### src/rtl/sync_pkg.sv
package sync_pkg;

    // per-channel result of the measurement unit
    typedef struct packed {
        logic pol_neg;
        logic missing;
        logic act;
    } chan_t;

    // software-visible status word, bit 0 first from the right
    typedef struct packed {
        logic v_missing;
        logic h_missing;
        logic v_neg;
        logic h_neg;
    } status_t;

    function automatic int clamp_len(input logic [1:0] code, input int base);
        return base << code;
    endfunction

endpackage

### src/rtl/sync_meas.sv
module sync_meas
    import sync_pkg::*;
#(
    parameter int WIN     = 256,
    parameter int TIMEOUT = 100000
) (
    input  logic  clk,
    input  logic  rst,
    input  logic  pin,
    output chan_t chan
);
    localparam int WW = $clog2(WIN);
    localparam int HW = $clog2(WIN + 1);
    localparam int TW = $clog2(TIMEOUT + 1);

    logic          s1, s2, s2_d;
    logic [WW-1:0] wcnt;
    logic [HW-1:0] hcnt;
    logic [HW-1:0] total;
    logic [TW-1:0] idle;
    logic          pol_q, miss_q;
    logic          win_end, edge_seen;

    assign win_end   = (wcnt == WW'(WIN - 1));
    assign total     = hcnt + HW'(s2);
    assign edge_seen = s2 ^ s2_d;

    always_ff @(posedge clk) begin
        if (rst) begin
            s1     <= 1'b0;
            s2     <= 1'b0;
            s2_d   <= 1'b0;
            wcnt   <= '0;
            hcnt   <= '0;
            pol_q  <= 1'b0;
            idle   <= '0;
            miss_q <= 1'b0;
        end else begin
            s1   <= pin;
            s2   <= s1;
            s2_d <= s2;
            if (win_end) begin
                wcnt  <= '0;
                hcnt  <= '0;
                pol_q <= (total > HW'(WIN / 2));
            end else begin
                wcnt <= wcnt + 1'b1;
                hcnt <= total;
            end
            if (edge_seen) begin
                idle   <= '0;
                miss_q <= 1'b0;
            end else if (idle == TW'(TIMEOUT - 1)) begin
                miss_q <= 1'b1;
            end else begin
                idle <= idle + 1'b1;
            end
        end
    end

    assign chan.pol_neg = pol_q;
    assign chan.missing = miss_q;
    assign chan.act     = s2 ^ pol_q;


    pol_hold_chk: assert property (@(posedge clk) disable iff (rst)
        !win_end |=> $stable(pol_q));


    miss_set_chk: assert property (@(posedge clk) disable iff (rst)
        $rose(miss_q) |-> $past(!edge_seen));

endmodule

### src/rtl/vsep_unit.sv
module vsep_unit #(
    parameter int THR = 24
) (
    input  logic clk,
    input  logic rst,
    input  logic act,
    output logic sep
);
    localparam int CW = $clog2(THR + 1);

    logic [CW-1:0] cnt;

    always_ff @(posedge clk) begin
        if (rst || !act) begin
            cnt <= '0;
            sep <= 1'b0;
        end else begin
            if (cnt != CW'(THR))
                cnt <= cnt + 1'b1;
            sep <= (cnt == CW'(THR));
        end
    end

endmodule

### src/rtl/clamp_gen.sv
module clamp_gen
    import sync_pkg::*;
#(
    parameter int BASE = 8
) (
    input  logic       clk,
    input  logic       rst,
    input  logic       act,
    input  logic       trail,
    input  logic [1:0] wsel,
    output logic       pulse
);
    localparam int MAXW = BASE << 3;
    localparam int CW   = $clog2(MAXW);

    logic          act_d, busy, trig;
    logic [CW-1:0] cnt;

    assign trig = trail ? (act_d & ~act) : (act & ~act_d);

    always_ff @(posedge clk) begin
        if (rst) begin
            act_d <= 1'b0;
            busy  <= 1'b0;
            cnt   <= '0;
        end else begin
            act_d <= act;
            if (busy) begin
                if (cnt == '0)
                    busy <= 1'b0;
                else
                    cnt <= cnt - 1'b1;
            end else if (trig) begin
                busy <= 1'b1;
                cnt  <= CW'(clamp_len(wsel, BASE) - 1);
            end
        end
    end

    assign pulse = busy;


    clamp_start_chk: assert property (@(posedge clk) disable iff (rst)
        $rose(busy) |-> $past(trig));


    clamp_noretrig_chk: assert property (@(posedge clk) disable iff (rst)
        (busy && cnt != '0) |=> (busy && cnt == $past(cnt) - 1'b1));

endmodule

### src/rtl/sync_cond_top.sv
module sync_cond_top
    import sync_pkg::*;
#(
    parameter int WIN        = 256,
    parameter int H_TIMEOUT  = 100000,
    parameter int V_TIMEOUT  = 6500000,
    parameter int VSEP_THR   = 24,
    parameter int CLAMP_BASE = 8
) (
    input  logic       clk,
    input  logic       rst,
    input  logic       hsync_in,
    input  logic       vsync_in,
    input  logic       cfg_vsep_en,
    input  logic       cfg_hout_neg,
    input  logic       cfg_vout_neg,
    input  logic       cfg_clamp_trail,
    input  logic [1:0] cfg_clamp_wsel,
    output logic [3:0] sync_status,
    output logic       hout,
    output logic       vout,
    output logic       clamp_out
);
    localparam int NCH = 2;

    logic [NCH-1:0] pins;
    chan_t          ch [NCH];
    logic           sep, vsrc;
    status_t        st;

    assign pins = {vsync_in, hsync_in};

    for (genvar i = 0; i < NCH; i++) begin : g_ch
        localparam int TO = (i == 0) ? H_TIMEOUT : V_TIMEOUT;
        sync_meas #(.WIN(WIN), .TIMEOUT(TO)) u_meas (
            .clk (clk),
            .rst (rst),
            .pin (pins[i]),
            .chan(ch[i])
        );
    end

    vsep_unit #(.THR(VSEP_THR)) u_vsep (
        .clk(clk),
        .rst(rst),
        .act(ch[0].act),
        .sep(sep)
    );

    clamp_gen #(.BASE(CLAMP_BASE)) u_clamp (
        .clk  (clk),
        .rst  (rst),
        .act  (ch[0].act),
        .trail(cfg_clamp_trail),
        .wsel (cfg_clamp_wsel),
        .pulse(clamp_out)
    );

    assign vsrc = cfg_vsep_en ? sep : ch[1].act;

    always_ff @(posedge clk) begin
        if (rst) begin
            hout <= 1'b0;
            vout <= 1'b0;
        end else begin
            hout <= ch[0].act ^ cfg_hout_neg;
            vout <= vsrc ^ cfg_vout_neg;
        end
    end

    assign st.h_neg     = ch[0].pol_neg;
    assign st.v_neg     = ch[1].pol_neg;
    assign st.h_missing = ch[0].missing;
    assign st.v_missing = ch[1].missing;
    assign sync_status  = st;

endmodule

### config.mk
export PLATFORM = sky130hd
export DESIGN_NAME = sync_cond_top
export DESIGN_NICKNAME = d
export VERILOG_FILES = /design/src/rtl/sync_pkg.sv /design/src/rtl/sync_meas.sv /design/src/rtl/vsep_unit.sv /design/src/rtl/clamp_gen.sv /design/src/rtl/sync_cond_top.sv
export SDC_FILE = /design/constraint.sdc
export NUM_CORES = 1
export LEC_CHECK = 0
export ABC_AREA = 1
export CORE_UTILIZATION = 60
export DETAILED_ROUTE_END_ITERATION = 16
export DONT_BUFFER_PORTS = 1
export GPL_TIMING_DRIVEN = 0
export PLACE_DENSITY = 0.78
export SLEW_MARGIN = 20
export SYNTH_ARGS = -nofsm -noshare
export SYNTH_HDL_FRONTEND = slang
export SYNTH_SLANG_ARGS = --single-unit
### constraint.sdc
create_clock -name clk -period 3.6 [get_ports clk]
set_clock_uncertainty 0.15 [all_clocks]
set_input_delay 0.54 -clock clk [delete_from_list [all_inputs] [get_ports clk]]
set_output_delay 0.54 -clock clk [all_outputs]
set_load 0.02 [all_outputs]
==> impl_metrics.toml, run 1 <==
[pwr]
combPwrFrac = 0.069
power.internal_mw = 1.44
p_per_area_nw_per_um2 = 377
pwr-share-seq = 0.596
switching_share = 0.256
pwr-share-clk = 0.336
leakage_nw = 2.02
netSwitchingPower_uw = 497
vdd_drop_max_uv = 280

[sta]
max_slew_margin = 0.700
whs_ns = 0.122
period_share = 0.497
rsz0062_at_grt = "no"
setup-tns-final_ns = 0
setup_viol = 0
drv_slew = 0
setup_ws_ns = 1.81
final_hold_viol_count = 0
tightest_slew_ns = 0.448
timing.fmax_ghz = 0.558
period_needed_ns = 1.79

[synth]
postSynthCellCount = 667
synth.yosys.seq_area_share = 0.414
async_flop_share = 0
synth_seq_cells = 100
synth-edff-count = 0
synth_area_per_cell_sq_um = 7.26
synthFlopType = "dfxtp_1"
syn_area_sq_um = 4840
ys_warn_count = 0
netlist_top_cells_area = "dfxtp_1 41%, nand2_1 9.8%, inv_1 7.4%, nor2_1 7.4%, a21oi_1 4.9%"
synth.distinct_cells = 37
yosysTopAreaCell = "dfxtp_1"
synth_fp_nets = 688
synthDominantCellAreaShare = 0.414

[floorplan]
fp.dieW_microns = 91.8
coreArea_sq_um = 7770
num_rows = 32
die_area_sq_um = 8430
ioPinCount = 17
start_util = 0.623
die_h_microns = 91.8

[cts]
cts_resized = 0
htreeDepth = 3
cts_tree = "yes"
numCtsBuffers = 9
clk_pin_slew_worst_paths_ns = 0.09
root_buffer = "clkbuf_8"
clk_path_buf_depth = 2
clock_sinks = 100
post_cts_buffers = 0
cts_hold_buf = 0
clkLatencyLatePin_ns = 0.37

[routing]
dr.first_iter.drc_count = 165
drc = 0
first_pass_iters = 4
wl_per_cell_microns = 11.1
num_vias = 4055
vias_per_cell = 5.17
drt_wl_total_microns = 8740
ant_nets = 0

[global_routing]
grt_max_degree = 18
grt_pass1_vias = 3836
grt_first_pass_wirelength_microns = 16000
grt_use_total = 0.230
grt-ovfl-total = 0
antenna_found_initial = 0

[layout]
final_cell_mix = "126 x nand2_1, 100 x dfxtp_1, 96 x nor2_1, 96 x inv_1, 47 x a21oi_1"
nets = 699
area_growth_syn_to_layout_pct = 6.31
n_antenna_cell = 0
fillCellCount = 685
layout-drive-gt1-share = 0.0922
mostFrequentLayoutCell = "nand2_1"

[placement]
port-buffer-count = 0
pre_cts_ws_ns = 1.82
dp_hpwl_microns = 6590
gp_congestion = 0.898

[critical_path]
required_ns = 3.71
setup.worst_path.class = "reg2reg"
path_max_fanout = 4
crit_arrival_ns = 1.90
endpoint_kind = "register"
worst_setup_path_start_kind = "register"

[outcome]
status = "complete, no violations"

[flow_run]
max-cap-violations = 0

[hold_path]
hold_path.class = "in2reg"
==> cells by family (layout without fill, tap and decap cells) <==
kind of cell	Yosys count	count (layout)	synth area share
AOI/OAI and AO/OA	84	84	0.0926
DFF	100	100	0.414
adders and majority gates	11	11	0.0284
xor gates and xnor gates	25	25	0.0452
buffers and inverters	112	128	0.0995
and+or+nand+nor	335	335	0.321
==> registers in the layout, indices dropped and copies added (netlist names) <==
register / cells
g_ch.u_meas.s1: 2
g_ch.u_meas.s2: 2
u_vsep.cnt: 5
u_clamp.cnt: 6
vout: 1
g_ch.u_meas.s2_d: 2
u_clamp.pulse: 1
g_ch.u_meas.hcnt: 18
g_ch.u_meas.miss_q: 2
g_ch.u_meas.idle: 40
u_vsep.sep: 1
g_ch.u_meas.wcnt: 16
u_clamp.act_d: 1
hout: 1
g_ch.u_meas.pol_q: 2
==> power groups by stage <==
| stage | registers, mW | logic [mW] | clock network [mW] |
|---|---|---|---|
| after floorplan | 1.18 | 0.108 | 0 |
| after global placement | 1.18 | 0.127 | 0 |
| after detailed placement | 1.18 | 0.133 | 0 |
| after CTS | 1.15 | 0.134 | 0.670 |
| after global routing | 1.16 | 0.156 | 0.714 |
| final | 1.15 | 0.133 | 0.651 |
==> critical path, cell delays in order, from the launching register on <==
cell and delay, ns:
dfxtp_1 0.37, ha_1 0.21, ha_1 0.23, nand3_1 0.16, nor2_1 0.17, nand3_1 0.10, nand2_1 0.09, nand2_1 0.06
nor2_1 0.08, a21oi_1 0.07
==> cells in the mapped netlist (all sizes together), types with 9 or more instances <==
| master | n |
|---|---|
| nand2 | 136 |
| nor2 | 105 |
| dfxtp | 100 |
| inv | 100 |
| a21oi | 47 |
| nand3 | 45 |
| o21ai | 26 |
| nor3 | 20 |
| xor2 | 16 |
| nand4 | 15 |
| buf | 11 |
| ha | 11 |
| xnor2 | 9 |
==> layout make-up <==
cell class | instances | area (sq um) | share of cell area
buffer | 12 | 106 | 0.0207
tap | 102 | 128 | 0.0248
sequential | 100 | 2000 | 0.389
clock inverter | 6 | 50.0 | 0.00973
multi-input combinational | 455 | 2360 | 0.458
inverter | 100 | 375 | 0.0730
clock buffer | 10 | 128 | 0.0248
==> per-layer routing <==
| layer | global-route usage | vias up | wire (microns) |
|---|---|---|---|
| met1 | 0.290 | 1833 | 4120 |
| li1 | - | 2146 | - |
| met2 | 0.398 | 66 | 4200 |
| met4 | 0.0846 | 0 | 94 |
| met5 | 0 | - | 0 |
| met3 | 0.0315 | 10 | 329 |
==> worst paths after layout <==
check,endpoint,slack [ns],cells after the start,from
max,g_ch[0].u_meas.pol_q,1.81,9,g_ch[0].u_meas.s2
min,g_ch[0].u_meas.s1,0.12,2,hsync_in
max reg2reg,g_ch[0].u_meas.pol_q,1.81,9,g_ch[0].u_meas.s2
min reg2reg,g_ch[0].u_meas.s2,0.27,2,g_ch[0].u_meas.s1
==> through the flow <==
stage	cell area, sq um	utilization	std cells	total power, mW
after floorplan	4840	-	667	1.28
after global placement	4970	0.639	769	1.31
after detailed placement	4970	0.639	769	1.31
after CTS	5140	0.662	785	1.96
after global routing	5140	0.662	785	2.03
final	5140	0.662	785	1.94
(Power assumes the default switching activity.)
==> inputs of run 2 (changes only) <==
clock period = 1.8 ns   (was 3.6 ns; I/O delays follow)
==> run 2 against run 1 <==
Net effect:
- first-iteration DRC count fell by 1.2%
- maximum frequency rose by 5.5%
- largest cell class unchanged
- sequential share of layout area shrank 1.3 points
- final area up 4.0%
- core utilization grew 2.7 points
- worst hold slack worse by 0.089 ns
- non-clock buffer count is 13 higher
- combinational power increased by 130%
==> impl_metrics.toml, run 2 (same netlist as run 1, synthesis figures left out) <==
[outcome]
status = "complete, no violations"

[cts]
root_buffer = "clkbuf_8"
numCtsBuffers = 9
clkLatencyLatePin_ns = 0.37
clock_sinks = 100
clk_path_buf_depth = 2
clk_pin_slew_worst_paths_ns = 0.10
htreeDepth = 3
cts_tree = "yes"

[sta]
setup-tns-final_ns = 0
setup_ws_ns = 0.103
timing.fmax_ghz = 0.589
tightest_slew_ns = 0.453
setup_viol = 0
whs_ns = 0.0328
period_needed_ns = 1.70
period_share = 0.943
drv_slew = 0
max_slew_margin = 0.697
final_hold_viol_count = 0

[placement]
dp_hpwl_microns = 6590
place_inst = 769
pre_cts_ws_ns = 0.0277
port-buffer-count = 0
gp_congestion = 0.898

[global_routing]
grt-ovfl-total = 0
grt_first_pass_wirelength_microns = 16100
antenna_found_initial = 0
grt_use_total = 0.232
grt_max_degree = 18
grt_pass1_vias = 3868

[floorplan]
start_util = 0.623
num_rows = 32
fp.dieW_microns = 91.8
coreArea_sq_um = 7770
die_h_microns = 91.8
die_area_sq_um = 8430
ioPinCount = 17

[layout]
largest_register = "g_ch.u_meas.idle"
n_antenna_cell = 0
layout-drive-gt1-share = 0.129
largest_reg_flops = 40
fillCellCount = 675
top_regs = "g_ch.u_meas.idle (40), g_ch.u_meas.hcnt (18), g_ch.u_meas.wcnt (16)"
multi_input_area_sq_um = 2440
area_growth_syn_to_layout_pct = 10.6
layoutNonFillerInstCount = 798
finish.utilization = 0.689
final_cell_mix = "123 x nand2_1, 95 x inv_1, 95 x dfxtp_1, 93 x nor2_1, 47 x a21oi_1"
seq_area_sq_um = 2010
mostFrequentLayoutCell = "nand2_1"
nets = 712

[routing]
ant_nets = 0
drt_wl_total_microns = 9090
num_vias = 4107
drc = 0
dr.first_iter.drc_count = 163
vias_per_cell = 5.15
wl_per_cell_microns = 11.4
first_pass_iters = 4

[critical_path]
path_max_fanout = 10
setup.worst_path.class = "reg2reg"
crit_buf_inv = 1
crit_arrival_ns = 1.81
cp_slowest_cell = "dfxtp_1"
required_ns = 1.91
worst_setup_path_start_kind = "register"
cp_cell_sequence = "ha_2 > nand2_1 > nor2_2 > and3_4 > nand2_2 > nand2_4 > buf_6 > a21oi_1"
reg2reg_slack_ns = 0.10
slowest_delay_ns = 0.38
endpoint_kind = "register"
cp_top_family = "simple AND/OR/NAND/NOR gates"

[pwr]
p_per_area_nw_per_um2 = 734
vdd_drop_max_uv = 564
leakage_nw = 2.12

[hold_path]
hold_path.class = "in2reg"

[flow_run]
max-cap-violations = 0
run 2: changes by cell type in the layout (fill, tap and decap cells not counted), moves of 3 or more:
| cell | change |
|---|---|
| buf_4 | +7 |
| dfxtp_1 | -5 |
| dfxtp_2 | +4 |
| dlygate4sd3_1 | +6 |
| ha_1 | -5 |
| ha_2 | +3 |
| nand2_1 | -3 |
| nor2_1 | -3 |
| nor2_2 | +3 |
| o21ai_0 | -3 |
| o21ai_1 | +3 |
run 2: area by class of cell:
class	instances	share of cell area
multi-input cells	455	0.456
flip-flops and latches	100	0.376
inverters	100	0.0701
clock buffers	10	0.0238
well taps	102	0.0238
repair buffers	13	0.0210
plain buffers	12	0.0199
clock inverters	6	0.00935
run 2: tightest hold or removal path: stages:
cell and delay [ns]:
nand3_1 0.06, nand2_1 0.07, nor2_1 0.04, nor2_1 0.08
run 2: final timing paths:
kind	cells after the start	from	to
max	8	g_ch[0].u_meas.wcnt[0]	g_ch[0].u_meas.hcnt[6]
min	4	cfg_clamp_wsel[1]	u_clamp.cnt[5]
max reg2reg	8	g_ch[0].u_meas.wcnt[0]	g_ch[0].u_meas.hcnt[6]
min reg2reg	2	g_ch[1].u_meas.s1	g_ch[1].u_meas.s2
run 2: report_power, final:
group	leakage (nW)	switching, mW	internal (mW)
logic	1.23	0.170	0.132
registers	0.812	0.0509	2.27
clock network	0.0766	0.796	0.515
total	2.12	1.02	2.91
run 2: timing repair:
action                                  4_1_cts  5_1_grt
gates resized for setup                       0       30
setup buffers                                 0        7
hold buffers                                  6        0
endpoints found under the hold margin         7        0
endpoints found under the setup margin        0       38
run 2: per-stage QoR:
step                instance area (sq um)  total power, mW
CTS                                  5200             3.93
floorplan                            4840             2.57
global placement                     4970             2.61
finish                               5350             3.93
detailed placement                   4970             2.63
global route                         5350             4.11
run 2: routing by layer:
metal / up-vias / wire, microns / part of all wire / GRT usage
met5: - / 0 / 0 / 0
met1: 1855 / 4230 / 0.47 / 0.293
li1: 2169 / - / - / -
met4: 0 / 106 / 0.012 / 0.0846
met3: 12 / 321 / 0.035 / 0.0307
met2: 71 / 4430 / 0.49 / 0.405
